--- src/rtl/dsp_pwr_seq.sv ---
module dsp_pwr_seq #(
  parameter int NUM_BANKS      = 20,
  parameter int HS_SETTLE      = 1,
  parameter int BANK_UP_SETTLE = 1,
  parameter int BANK_DN_SETTLE = 1000,
  parameter int POLL_LIMIT     = 200
) (
  input  logic                 clk,
  input  logic                 rst_n,
  input  logic                 tick,
  input  logic                 start_cmd,
  input  logic                 stop_cmd,
  input  logic                 clk_off,
  input  logic                 hs_rst_ack,
  output logic                 core_rst,
  output logic                 bus_rst,
  output logic                 core_stop,
  output logic                 subsys_rst,
  output logic                 xo_clk_en,
  output logic                 hs_on,
  output logic                 ldo_byp,
  output logic                 qmc_clamp,
  output logic                 wl_clamp,
  output logic                 io_clamp,
  output logic                 l2_stby_rel,
  output logic                 ret_rel,
  output logic [NUM_BANKS-1:0] bank_pwr,
  output logic                 core_clk_en,
  output logic                 done,
  output logic                 busy,
  output logic                 err
);
  localparam int WMAX0 = (HS_SETTLE > BANK_UP_SETTLE) ? HS_SETTLE : BANK_UP_SETTLE;
  localparam int WMAX  = (WMAX0 > BANK_DN_SETTLE) ? WMAX0 : BANK_DN_SETTLE;
  localparam int WW    = $clog2(WMAX + 1);
  localparam int PW    = $clog2(POLL_LIMIT + 1);
  localparam int IW    = $clog2(NUM_BANKS);

  typedef enum logic [4:0] {
    S_IDLE,
    U_RST, U_XO, U_XOP, U_HS, U_HSW, U_LDO, U_QMC, U_MEM, U_BK, U_BKW,
    U_WL, U_IO, U_CORE, U_CLK, U_GO,
    D_CLK, D_IO, D_STBY, D_RET, D_BK, D_BKW, D_QMC, D_HS, D_ACKP, D_SS, D_CORE
  } st_t;

  st_t          st;
  logic [WW-1:0] wcnt;
  logic [PW-1:0] pcnt;
  logic [IW-1:0] idx;
  logic          stop_pend;
  logic          up_phase;
  logic          wait_hit;
  logic          poll_out;
  int            wait_lim;

  assign up_phase = (st >= U_RST) && (st <= U_GO);
  assign poll_out = tick && (pcnt == PW'(POLL_LIMIT - 1));
  assign wait_hit = tick && (wcnt == WW'(wait_lim - 1));

  always_comb begin
    case (st)
      U_HSW:   wait_lim = HS_SETTLE;
      U_BKW:   wait_lim = BANK_UP_SETTLE;
      default: wait_lim = BANK_DN_SETTLE;
    endcase
  end

  always_ff @(posedge clk or negedge rst_n) begin
    if (!rst_n) begin
      st <= S_IDLE;
      wcnt <= '0;
      pcnt <= '0;
      idx <= '0;
      stop_pend <= 1'b0;
      core_rst <= 1'b1;
      bus_rst <= 1'b1;
      core_stop <= 1'b1;
      subsys_rst <= 1'b1;
      xo_clk_en <= 1'b0;
      hs_on <= 1'b0;
      ldo_byp <= 1'b0;
      qmc_clamp <= 1'b1;
      wl_clamp <= 1'b1;
      io_clamp <= 1'b1;
      l2_stby_rel <= 1'b0;
      ret_rel <= 1'b0;
      bank_pwr <= '0;
      core_clk_en <= 1'b0;
      done <= 1'b0;
      busy <= 1'b0;
      err <= 1'b0;
    end else begin
      if (up_phase && stop_cmd) stop_pend <= 1'b1;
      case (st)
        S_IDLE: begin
          if (stop_cmd || start_cmd) begin
            busy <= 1'b1;
            done <= 1'b0;
            err  <= 1'b0;
            st   <= stop_cmd ? D_CLK : U_RST;
          end
        end
        U_RST: begin
          core_rst <= 1'b1;
          bus_rst <= 1'b1;
          core_stop <= 1'b1;
          subsys_rst <= 1'b0;
          st <= U_XO;
        end
        U_XO: begin
          xo_clk_en <= 1'b1;
          st <= U_XOP;
        end
        U_XOP: begin
          if (!clk_off) begin
            pcnt <= '0;
            st <= U_HS;
          end else if (poll_out) begin
            pcnt <= '0;
            stop_pend <= 1'b0;
            busy <= 1'b0;
            err <= 1'b1;
            st <= S_IDLE;
          end else if (tick) begin
            pcnt <= pcnt + 1'b1;
          end
        end
        U_HS: begin
          hs_on <= 1'b1;
          st <= U_HSW;
        end
        U_LDO: begin
          ldo_byp <= 1'b1;
          st <= U_QMC;
        end
        U_QMC: begin
          qmc_clamp <= 1'b0;
          st <= U_MEM;
        end
        U_MEM: begin
          l2_stby_rel <= 1'b1;
          ret_rel <= 1'b1;
          idx <= IW'(NUM_BANKS - 1);
          st <= U_BK;
        end
        U_BK: begin
          bank_pwr[idx] <= 1'b1;
          st <= U_BKW;
        end
        U_HSW, U_BKW, D_BKW: begin
          if (wait_hit) begin
            wcnt <= '0;
            case (st)
              U_HSW: st <= U_LDO;
              U_BKW: begin
                if (idx == '0) st <= U_WL;
                else begin
                  idx <= idx - 1'b1;
                  st <= U_BK;
                end
              end
              default: begin
                if (idx == IW'(NUM_BANKS - 1)) st <= D_QMC;
                else begin
                  idx <= idx + 1'b1;
                  st <= D_BK;
                end
              end
            endcase
          end else if (tick) begin
            wcnt <= wcnt + 1'b1;
          end
        end
        U_WL: begin
          wl_clamp <= 1'b0;
          st <= U_IO;
        end
        U_IO: begin
          io_clamp <= 1'b0;
          st <= U_CORE;
        end
        U_CORE: begin
          core_rst <= 1'b0;
          st <= U_CLK;
        end
        U_CLK: begin
          core_clk_en <= 1'b1;
          st <= U_GO;
        end
        U_GO: begin
          core_stop <= 1'b0;
          stop_pend <= 1'b0;
          if (stop_pend || stop_cmd) st <= D_CLK;
          else begin
            busy <= 1'b0;
            done <= 1'b1;
            st <= S_IDLE;
          end
        end
        D_CLK: begin
          core_clk_en <= 1'b0;
          st <= D_IO;
        end
        D_IO: begin
          io_clamp <= 1'b1;
          st <= D_STBY;
        end
        D_STBY: begin
          l2_stby_rel <= 1'b0;
          st <= D_RET;
        end
        D_RET: begin
          ret_rel <= 1'b0;
          idx <= '0;
          st <= D_BK;
        end
        D_BK: begin
          bank_pwr[idx] <= 1'b0;
          st <= D_BKW;
        end
        D_QMC: begin
          qmc_clamp <= 1'b1;
          st <= D_HS;
        end
        D_HS: begin
          hs_on <= 1'b0;
          st <= D_ACKP;
        end
        D_ACKP: begin
          if (!hs_rst_ack) begin
            pcnt <= '0;
            st <= D_SS;
          end else if (poll_out) begin
            pcnt <= '0;
            busy <= 1'b0;
            err <= 1'b1;
            st <= S_IDLE;
          end else if (tick) begin
            pcnt <= pcnt + 1'b1;
          end
        end
        D_SS: begin
          subsys_rst <= 1'b1;
          st <= D_CORE;
        end
        D_CORE: begin
          core_rst <= 1'b1;
          busy <= 1'b0;
          done <= 1'b1;
          st <= S_IDLE;
        end
        default: st <= S_IDLE;
      endcase
    end
  end

  AST_ONE_BANK_STEP: assert property (@(posedge clk) disable iff (!rst_n)
    busy |=> ($countones(bank_pwr ^ $past(bank_pwr)) <= 1)) else $error("bank step");

  AST_BANK_NEEDS_HS: assert property (@(posedge clk) disable iff (!rst_n)
    (bank_pwr != '0) |-> hs_on) else $error("bank without head switch");

  AST_LDO_AFTER_HS: assert property (@(posedge clk) disable iff (!rst_n)
    $rose(ldo_byp) |-> hs_on) else $error("bypass before head switch");

  AST_CLK_OUT_OF_RST: assert property (@(posedge clk) disable iff (!rst_n)
    core_clk_en |-> !core_rst) else $error("clock in reset");

  AST_ERR_QUIET: assert property (@(posedge clk) disable iff (!rst_n)
    err |-> (!busy && !done)) else $error("error with busy or done");

  AST_ERR_HOLD: assert property (@(posedge clk) disable iff (!rst_n)
    (err && !start_cmd && !stop_cmd) |=> $stable({core_rst, bus_rst, core_stop, subsys_rst,
      xo_clk_en, hs_on, ldo_byp, qmc_clamp, wl_clamp, io_clamp, l2_stby_rel, ret_rel,
      bank_pwr, core_clk_en, err})) else $error("outputs moved in error");
endmodule

--- config.mk ---
export PLATFORM = sky130hd
export DESIGN_NAME = dsp_pwr_seq
export DESIGN_NICKNAME = d
export VERILOG_FILES = /design/src/rtl/dsp_pwr_seq.sv
export SDC_FILE = /design/constraint.sdc
export NUM_CORES = 1
export LEC_CHECK = 0
export BUFFER_PORTS_ARGS = -buffer_cell sky130_fd_sc_hd__buf_4
export CORE_MARGIN = 2
export CORE_UTILIZATION = 60
export CTS_CLUSTER_DIAMETER = 40
export DETAILED_ROUTE_END_ITERATION = 16
export GPL_TIMING_DRIVEN = 0
export PLACE_DENSITY = 0.8
export SYNTH_ARGS = -nofsm -noshare
export SYNTH_HDL_FRONTEND = slang
export SYNTH_SLANG_ARGS = --single-unit
export TNS_END_PERCENT = 5
--- constraint.sdc ---
create_clock -name clk -period 3.76 [get_ports clk]
set_clock_uncertainty 0.15 [all_clocks]
set_input_delay 0.752 -clock clk [delete_from_list [all_inputs] [get_ports clk]]
set_output_delay 0.752 -clock clk [all_outputs]
set_load 0.02 [all_outputs]
==> summary.txt, run 1 <==
Route
  – Drt initial violations: 289
  – Routed length per instance: 17.46 um
  – Final ANT Viol Nets: 0
  – Vias/cell: 6.418
  – Initial DRT Pass Iterations: 7
  – WL final: 9.304 mm
  – Vias: 3,421
  – DR DRC count: 0

Pwr
  – Switching Share: 43.86%
  – Peak supply drop: 0.0003936 V
  – Sw Pwr: 1.163 mW
  – Int Pwr: 1.489 mW
  – Logic pwr share: 44.8%
  – Flop pwr share: 35.7%
  – Leakage power: 1.883 nW
  – Cell Pwr Density: 621.3 nW/um2
  – Clock power frac: 19.5%

Critical path
  – Critical path type: reg -> reg
  – CP Launch Point: st[1]
  – R2r setup slk: 0.77 ns
  – Critical Path Source Type: flip-flop
  – CP Capture Type: flip-flop
  – CP required: 3.81 ns
  – CP arrival: 3.05 ns
  – Critical Path End: idx[4]
  – Reg2reg end: idx[4]
  – Worst r2r path cells: 8
  – Reg2reg start: st[1]
  – Max Fanout on Critical Path: 7

Synthesis
  – Most frequent cell after synthesis: dfrtp_1
  – Commonest cells post-synth: 58 x dfrtp_1, 37 x o21ai_0, 32 x nor2_1
  – Top post-synthesis cells by area: dfrtp_1 39%, o21ai_0 5.0%, dfstp_2 4.3%
  – EDFF count, synth: 0
  – Yosys reg bits: 64
  – Cell Area, Synth: 3709 um2
  – Register area share after synthesis: 43.39%
  – Most used DFF post-synth: dfrtp_1
  – FFs w/ async S/R, synth: 100.0%
  – Synth Warn #: 0
  – Post-synthesis cell count: 402
  – Yosys top cell by area: dfrtp_1
  – Avg Cell Area, Syn: 9.225 um2
  – Library cells used by synthesis: 69
  – Synth Net Count: 415
  – Top-area cell type share of the netlist area: 39.14%

Global route
  – First-pass GRT wire length: 15.25 mm
  – GR Util All Layers: 29.27%
  – Met2 Use GR: 46.85%
  – Vias in the first global route: 3,129
  – Top Usage Layer GRT: met2
  – Initial antenna violation count: 0
  – Largest net degree at the start of global routing: 65
  – GRT Residual Overflow: 0
  – Global-route track usage on met1: 40.29%
  – GR Util met3: 5.109%

Timing
  – Tcrit/Tclk final: 79.61%
  – Final Max Slew Viols: 0
  – Least-Margin Pin Slew: 0.8051 ns
  – Setup_tns: 0 ns
  – Setup Viol. Count Final: 0
  – Relative slew slack: 46.33%
  – Crit path time final: 2.993 ns
  – FMAX: 0.3341 GHz
  – Hold Vio Cnt, Final: 0
  – Unrepaired setup endpoints after global routing: false
  – Slack of the critical path: 0.7665 ns

Placement
  – Pre-CTS WS: 0.8902 ns
  – Post-DP HPWL: 6.459 mm
  – I/O Buffers: 40
  – Cells after DPL: 517
  – Gp weighted congestion: 0.8852

Die
  – Core box area: 5956 um2
  – I/O pin count: 43
  – Row cnt: 28
  – Die area: 6826 um2
  – Initial core utilization: 62.27%
  – Die Span X: 82.62 um
  – Die height: 82.62 um

Min path
  – HP Class: reg -> reg

CTS
  – Post-CTS sizing: 0
  – Clock Tree Buf Depth: 2
  – CTS Hold Bufs: 0
  – CTS tree: built
  – Clock root buffer: clkbuf_8
  – Worst-Skew Late Latency: 0.34 ns
  – Clock-pin slew on the worst setup and hold paths: 0.08 ns
  – H-tree depth: 3
  – Total CTS buffers: 9
  – CTS Sinks: 64
  – Setup bufs post-CTS: 0

Run status
  – Status: finished clean

Cells and area
  – Synth-to-Final Area Change: 15.08%
  – Non-filler cells, final: 533
  – Final nets: 466
  – Share of cells above drive strength 1: 21.18%
  – Ant. Diodes: 0
  – Post-route core utilization: 71.66%

Run
  – MaxCap Viol Count: 0
[worst min path at each step]
| stage | cells after the start | start | to | slack [ns] |
|---|---|---|---|---|
| floorplan | 0 | rst_n | asynchronous set/reset pin | 0.31 |
| global placement | 1 | ldo_byp | ldo_byp | 0.31 |
| detailed placement | 1 | xo_clk_en | xo_clk_en | 0.31 |
| CTS | 1 | xo_clk_en | xo_clk_en | 0.32 |
| global route | 1 | xo_clk_en | xo_clk_en | 0.34 |
| finish | 1 | xo_clk_en | xo_clk_en | 0.32 |
[worst max-delay path: stages (launching register included)]
cell and delay [ns]:
dfrtp_1 0.44, nor2b_1 0.52, nand2_1 0.26, fa_1 0.46
nand2b_1 0.16, a21oi_1 0.26, nor2_1 0.07, a2111oi_0 0.46
a221oi_1 0.09
[cells in the final DEF (no fill, tap or decap), types with 5 or more instances in the layout]
master	count
nand4bb_1	5
a31oi_1	12
buf_2	11
dfstp_2	6
clkbuf_8	9
nand4_1	7
a21oi_1	25
nand3_1	21
nor2_1	32
nor3_1	6
buf_4	42
o21ai_0	37
a21o_1	9
and3_1	7
dfrtp_1	58
ha_1	5
a211oi_1	5
nand2_1	27
inv_1	11
mux2_2	6
clkbuf_1	6
o31ai_1	15
[power by group through the flow]
| stage | sequential (mW) | clock [mW] | combinational [mW] |
|---|---|---|---|
| after floorplan | 1.01 | 0 | 0.756 |
| after global placement | 0.947 | 0 | 1.14 |
| after detailed placement | 0.952 | 0 | 1.16 |
| after CTS | 0.943 | 0.518 | 1.17 |
| after global routing | 0.965 | 0.546 | 1.31 |
| final | 0.948 | 0.516 | 1.19 |
[final cells by class]
type                    count  area [um2]
clock inverters             6       37.54
plain buffers              21       100.1
inverters                  13       48.80
clock buffers              10       127.6
fillers                   447        1688
well taps                  75       93.84
flip-flops and latches     64        1609
repair buffers             40       300.3
multi-input cells         304        1951
[through the flow]
step	cell area, um2	power, mW	hold slack [ns]
after floorplan	3709	1.762	0.3064
after global placement	4103	2.086	0.3061
after detailed placement	4103	2.115	0.3075
after CTS	4268	2.633	0.3240
after global routing	4268	2.819	0.3394
final	4268	2.651	0.3231
[layer usage]
layer / part of all wire [%] / wire, um
met5: 0 / 0
met2: 48 / 4458
met4: 1.8 / 163
met1: 44 / 4137
met3: 5.8 / 544
[cell families after synthesis]
| group | Yosys count | share of synthesized area (%) |
|---|---|---|
| AOI/OAI and AO/OA | 140 | 24.76 |
| xor gates and xnor gates | 7 | 1.653 |
| adders and majority gates | 6 | 2.227 |
| buffers and inverters | 34 | 4.015 |
| DFF | 64 | 43.39 |
| muxes | 10 | 3.036 |
| other | 1 | 0.1011 |
| and+or+nand+nor | 140 | 20.82 |
Note: power is estimated with default switching activity, not from simulation.
==> run 2, diff against run 1 <==
--- a/config.mk
+++ b/config.mk
@@ -5,13 +5,14 @@
 export SDC_FILE = /design/constraint.sdc
 export NUM_CORES = 1
 export LEC_CHECK = 0
+export ABC_AREA = 1
 export BUFFER_PORTS_ARGS = -buffer_cell sky130_fd_sc_hd__buf_4
 export CORE_MARGIN = 2
-export CORE_UTILIZATION = 60
+export CORE_UTILIZATION = 59
 export CTS_CLUSTER_DIAMETER = 40
 export DETAILED_ROUTE_END_ITERATION = 16
 export GPL_TIMING_DRIVEN = 0
-export PLACE_DENSITY = 0.8
+export PLACE_DENSITY = 0.78
 export SYNTH_ARGS = -nofsm -noshare
 export SYNTH_HDL_FRONTEND = slang
 export SYNTH_SLANG_ARGS = --single-unit
==> constraint.sdc (replaced) <==
create_clock -name clk -period 3.05 [get_ports clk]
set_clock_uncertainty 0.15 [all_clocks]
set_input_delay 0.61 -clock clk [delete_from_list [all_inputs] [get_ports clk]]
set_output_delay 0.61 -clock clk [all_outputs]
set_load 0.02 [all_outputs]
==> run 2 against run 1 <==
Compared with the run above:
- global-route usage is 3.3 points lower
- sequential power is 33% higher
- maximum frequency is 30% higher
==> summary.txt, run 2 <==
Die
  – I/O pin count: 43
  – Initial core utilization: 61.97%
  – Die area: 6942 um2
  – Core box area: 5991 um2
  – Row cnt: 28
  – Die Span X: 83.32 um
  – Die height: 83.32 um

Route
  – Initial DRT Pass Iterations: 5
  – Routed length per instance: 13.83 um
  – Final ANT Viol Nets: 0
  – Drt initial violations: 186
  – Vias: 3,404
  – Vias/cell: 5.481
  – WL final: 8.590 mm
  – DR DRC count: 0

Critical path
  – Critical path buffers and inverters: 3
  – Critical Path Source Type: flip-flop
  – Critical path type: reg -> reg
  – Worst path max stage delay: 0.41 ns
  – CP required: 3.15 ns
  – CP arrival: 2.40 ns
  – Max Fanout on Critical Path: 8
  – CP Capture Type: flip-flop
  – Critical Path Slowest Stage Cell: fa_1
  – Largest delay share family, worst path: simple AND/OR/NAND/NOR gates
  – Cell Chain, Critical Path: buf_2 > inv_2 > nand2_2 > nor2_1 > nand2_2 > fa_1 > inv_1 > nand3_1 > nand3b_1 > nand2_1 > nand2_1 > nand3_1 > nand3_1 > nand2_1

Placement
  – I/O Buffers: 40
  – Pre-CTS WS: 0.7822 ns
  – Gp weighted congestion: 0.9414
  – Post-DP HPWL: 6.326 mm

Synthesis
  – EDFF count, synth: 0
  – Register area share after synthesis: 43.34%
  – Most frequent cell after synthesis: nand2_1
  – Synth Warn #: 0
  – Yosys top cell by area: dfrtp_1
  – FFs w/ async S/R, synth: 100.0%
  – Post-synthesis cell count: 490
  – Library cells used by synthesis: 41
  – Synth Net Count: 503
  – Top-area cell type share of the netlist area: 39.10%
  – Top post-synthesis cells by area: dfrtp_1 39%, nand2_1 11%, nor2_1 6.5%
  – Yosys reg bits: 64
  – Cell Area, Synth: 3712 um2
  – Avg Cell Area, Syn: 7.576 um2
  – Commonest cells post-synth: 108 x nand2_1, 64 x nor2_1, 58 x dfrtp_1
  – Most used DFF post-synth: dfrtp_1

CTS
  – Post-CTS sizing: 0
  – CTS tree: built
  – Worst-Skew Late Latency: 0.36 ns
  – Clock-pin slew on the worst setup and hold paths: 0.07 ns
  – CTS Sinks: 64
  – CTS Hold Bufs: 0
  – Setup bufs post-CTS: 0
  – Clock root buffer: clkbuf_8
  – Total CTS buffers: 9
  – Clock Tree Buf Depth: 2
  – H-tree depth: 3

Cells and area
  – Commonest non-fill, non-tap cell in the layout: nand2_1
  – Most frequent cells in the layout: 108 x nand2_1, 64 x nor2_1, 58 x dfrtp_1, 56 x inv_1, 42 x buf_4
  – Share of cells above drive strength 1: 19.41%
  – Final nets: 554
  – Ant. Diodes: 0
  – Synth-to-Final Area Change: 16.48%
  – Filler cells: 477

Global route
  – Initial antenna violation count: 0
  – Largest net degree at the start of global routing: 65
  – Vias in the first global route: 3,143
  – First-pass GRT wire length: 14.54 mm
  – GRT Residual Overflow: 0
  – GR Util All Layers: 25.95%

Timing
  – Unrepaired setup endpoints after global routing: false
  – Slack of the critical path: 0.7531 ns
  – Hold Vio Cnt, Final: 0
  – Relative slew slack: 47.95%
  – Final Max Slew Viols: 0
  – Tcrit/Tclk final: 75.31%
  – FMAX: 0.4354 GHz
  – Setup_tns: 0 ns
  – Least-Margin Pin Slew: 0.7807 ns
  – Crit path time final: 2.297 ns
  – Setup Viol. Count Final: 0

Pwr
  – Leakage power: 2.182 nW
  – Peak supply drop: 0.0004835 V
  – Cell Pwr Density: 849.7 nW/um2
  – Power Total: 3.674 mW

Run
  – MaxCap Viol Count: 0

Run status
  – Status: finished clean

Min path
  – HP Class: in -> async
## run 2: kinds of logic (layout without fill, tap and decap cells)
logic type,after synthesis,in the layout,share of synthesized area (%)
adders and majority gates,6,6,2.224
buffers and inverters,69,125,7.482
other,1,1,0.1010
and+or+nand+nor,268,268,33.81
AOI/OAI and AO/OA,72,72,10.68
DFF,64,64,43.34
xor gates and xnor gates,10,10,2.359
## run 2: final cells by class
class / count / area [um2] / share of cell area [%]
Sequential cell: 64 / 1609 / 37.21
Tap cell: 75 / 93.84 / 2.170
Clock inverter: 2 / 35.03 / 0.8102
Buffer: 8 / 48.80 / 1.128
Clock buffer: 14 / 182.7 / 4.225
Multi-Input combinational cell: 357 / 1826 / 42.22
Timing Repair Buffer: 40 / 300.3 / 6.944
Inverter: 61 / 229.0 / 5.295
## run 2: final timing paths
check                         from                          to  slack [ns]  depth (start not counted)
min                          rst_n  asynchronous set/reset pin        0.18                          1
max                          st[0]                      idx[4]        0.75                         14
max reg2reg                  st[0]                      idx[4]        0.75                         14
min in group clk           ldo_byp                     ldo_byp        0.32                          1
max in group asynchronous    rst_n                     pcnt[5]        2.06                          1
min reg2reg                ldo_byp                     ldo_byp        0.32                          1
## run 2: layer usage
metal / GRT usage [%] / vias to the layer above / routed length, um
met5: 0 / - / 0
met4: 9.240 / 0 / 171
met3: 5.268 / 14 / 433
met2: 41.20 / 102 / 3993
met1: 35.43 / 1592 / 3992
li1: - / 1696 / -
## run 2: stage by stage
step           cell area (um2)  hold WS [ns]  cells  utilization (%)
2_1_floorplan             3712        0.1644    490                -
3_3_place_gp              4106        0.3082    605            68.55
3_5_place_dp              4106        0.3087    605            68.55
4_1_cts                   4324        0.2168    621            72.18
5_1_grt                   4324        0.2731    621            72.18
6_report                  4324        0.1786    621            72.18
## run 2: report_power, final
| part | internal, mW | total, mW | switching [mW] |
|---|---|---|---|
| Clock | 0.466 | 0.801 | 0.335 |
| Sequential | 1.09 | 1.26 | 0.170 |
| Combinational | 0.548 | 1.61 | 1.06 |
| Total | 2.11 | 3.67 | 1.57 |
==> run 3, diff against run 2 <==
--- a/config.mk
+++ b/config.mk
@@ -8,11 +8,11 @@
 export ABC_AREA = 1
 export BUFFER_PORTS_ARGS = -buffer_cell sky130_fd_sc_hd__buf_4
 export CORE_MARGIN = 2
-export CORE_UTILIZATION = 59
+export CORE_UTILIZATION = 53
 export CTS_CLUSTER_DIAMETER = 40
 export DETAILED_ROUTE_END_ITERATION = 16
 export GPL_TIMING_DRIVEN = 0
-export PLACE_DENSITY = 0.78
+export PLACE_DENSITY = 0.74
 export SYNTH_ARGS = -nofsm -noshare
 export SYNTH_HDL_FRONTEND = slang
 export SYNTH_SLANG_ARGS = --single-unit
==> constraint.sdc (replaced) <==
create_clock -name clk -period 2 [get_ports clk]
set_clock_uncertainty 0.15 [all_clocks]
set_input_delay 0.4 -clock clk [delete_from_list [all_inputs] [get_ports clk]]
set_output_delay 0.4 -clock clk [all_outputs]
set_load 0.02 [all_outputs]
==> run 3 against run 2 <==
Compared with the run above:
- highest routed layer unchanged
- the flow now finishes with violations (hold timing, setup timing)
- via count rose by 4.8%
- final area rose by 9.5%
- utilization fell by 2.5 points
- clock-buffer cell count fell by 1
- register-to-register slack got worse by 0.83 ns
- final cell count rose by 7.6%
- critical path type unchanged
- die area rose by 11%
- wire length rose by 11%
- hold slack got worse by 0.18 ns
- maximum frequency rose by 11%
==> summary.txt, run 3 (synthesis gave the netlist of run 2 again) <==
Run status
  – Status: finished, violations left
  – Failing checks: hold timing, setup timing

Timing
  – Relative slew slack: 46.95%
  – WHS: -0.0002566 ns
  – Least-Margin Pin Slew: 0.7957 ns
  – Unrepaired setup endpoints after global routing: true
  – Crit path time final: 2.072 ns
  – Slack of the critical path: -0.07214 ns
  – Final Max Slew Viols: 0
  – Setup_tns: -0.1482 ns
  – Hold Vio Cnt, Final: 1
  – Setup Viol. Count Final: 4
  – FMAX: 0.4826 GHz
  – Tcrit/Tclk final: 103.6%

Pwr
  – Flop pwr share: 32.2%
  – Int Pwr: 3.435 mW
  – Logic pwr share: 49.1%
  – Cell Pwr Density: 1283 nW/um2
  – Clock power frac: 18.7%
  – Leakage power: 2.339 nW
  – Peak supply drop: 0.0006884 V
  – Switching Share: 43.43%
  – Sw Pwr: 2.637 mW

Cells and area
  – Most frequent cells in the layout: 106 x nand2_1, 65 x buf_4, 60 x nor2_1, 55 x dfrtp_1, 54 x inv_1
  – Ant. Diodes: 0
  – Filler cells: 558
  – Synth-to-Final Area Change: 27.50%
  – Final nets: 580
  – Share of cells above drive strength 1: 26.40%
  – Commonest non-fill, non-tap cell in the layout: nand2_1

Critical path
  – Critical Path Source Type: flip-flop
  – Reg2reg start: st[4]
  – CP Capture Type: flip-flop
  – CP Launch Point: st[4]
  – Worst path max stage delay: 0.37 ns
  – Critical path type: reg -> reg
  – Critical path buffers and inverters: 2
  – CP required: 2.09 ns
  – R2r setup slk: -0.07 ns
  – Cell mode on critical path: nand2_1
  – Max Fanout on Critical Path: 8
  – Critical Path End: idx[3]
  – Reg2reg end: idx[3]
  – Worst r2r path cells: 11
  – CP arrival: 2.16 ns
  – Critical Path Slowest Stage Cell: dfrtp_1
  – Largest delay share family, worst path: simple AND/OR/NAND/NOR gates
  – Cell count along the critical path: 11
  – Cell Chain, Critical Path: buf_6 > inv_8 > nand3_4 > nor2_4 > ha_4 > a21oi_1 > nand2_1 > xnor2_1 > nor2_1 > nand3_1 > nand2_1

Route
  – Initial DRT Pass Iterations: 6
  – Routed length per instance: 14.33 um
  – DR DRC count: 0
  – Vias/cell: 5.338
  – Vias: 3,566
  – Final ANT Viol Nets: 0
  – Drt initial violations: 217
  – WL final: 9.571 mm

CTS
  – CTS Hold Bufs: 0
  – Clock root buffer: clkbuf_8
  – Total CTS buffers: 9
  – CTS tree: built
  – H-tree depth: 3
  – Worst-Skew Late Latency: 0.34 ns
  – Clock-pin slew on the worst setup and hold paths: 0.07 ns
  – Clock Tree Buf Depth: 2
  – CTS Sinks: 64

Die
  – Die Span X: 87.69 um
  – I/O pin count: 43
  – Die area: 7690 um2
  – Initial core utilization: 54.64%
  – Die height: 87.69 um
  – Row cnt: 30
  – Core box area: 6794 um2

Placement
  – Post-DP HPWL: 6.354 mm
  – I/O Buffers: 40
  – Gp weighted congestion: 0.9416

Global route
  – Initial antenna violation count: 0
  – GR Util All Layers: 24.81%
  – GRT Residual Overflow: 0
  – Largest net degree at the start of global routing: 65
  – First-pass GRT wire length: 15.00 mm
  – Vias in the first global route: 3,275

Run
  – MaxCap Viol Count: 0

Min path
  – HP Class: in -> async
run 3: worst min path at each step:
stage	startpoint	depth (start not counted)	to	slack (ns)
2_1_floorplan	rst_n	0	asynchronous set/reset pin	-0.05
6_report	rst_n	1	asynchronous set/reset pin	-0.0003
4_1_cts	rst_n	1	asynchronous set/reset pin	0.02
5_1_grt	rst_n	1	asynchronous set/reset pin	0.06
3_3_place_gp	xo_clk_en	1	xo_clk_en	0.31
3_5_place_dp	ldo_byp	1	ldo_byp	0.31
run 3: area by class of cell:
cell class / count / area [um2] / share of cell area, %
buffer: 8 / 58.81 / 1.242
clock buffer: 13 / 158.9 / 3.357
clock inverter: 3 / 40.04 / 0.8459
inverter: 61 / 246.5 / 5.207
multi-input combinational: 357 / 1993 / 42.11
sequential: 64 / 1613 / 34.07
tap: 96 / 120.1 / 2.538
timing repair buffer: 66 / 503.0 / 10.63
run 3: power by group through the flow:
stage	registers (mW)	clock network (mW)	logic, mW
final	1.95	1.14	2.98
after global placement	1.93	0	2.41
after global routing	2.00	1.23	3.28
after detailed placement	1.94	0	2.44
after CTS	1.93	1.16	2.57
after floorplan	2.10	0	1.55
run 3: routing by layer:
| layer | up-vias | global-route usage (%) | wire, um |
|---|---|---|---|
| li1 | 1742 | - | - |
| met1 | 1678 | 32.93 | 4231 |
| met2 | 127 | 39.60 | 4636 |
| met3 | 19 | 6.126 | 544 |
| met4 | 0 | 8.951 | 158 |
| met5 | - | 0 | 0 |
run 3: per-stage QoR:
step	instances	setup slack [ns]	total power [mW]	area [um2]	utilization (%)
floorplan	490	-0.02502	3.650	3727	-
global placement	626	-0.2388	4.339	4148	61.05
detailed placement	626	-0.2635	4.373	4148	61.05
CTS	650	-0.08284	5.661	4469	65.78
global route	668	-0.1446	6.503	4733	69.67
finish	668	-0.07214	6.073	4733	69.67
run 3: timing repair:
| item | in CTS | in global routing |
|---|---|---|
| pin swaps | 6 | 19 |
| gates cloned | 0 | 0 |
| gates resized for setup | 15 | 31 |
| setup buffers | 8 | 18 |
| endpoints found under the setup margin | 14 | 39 |
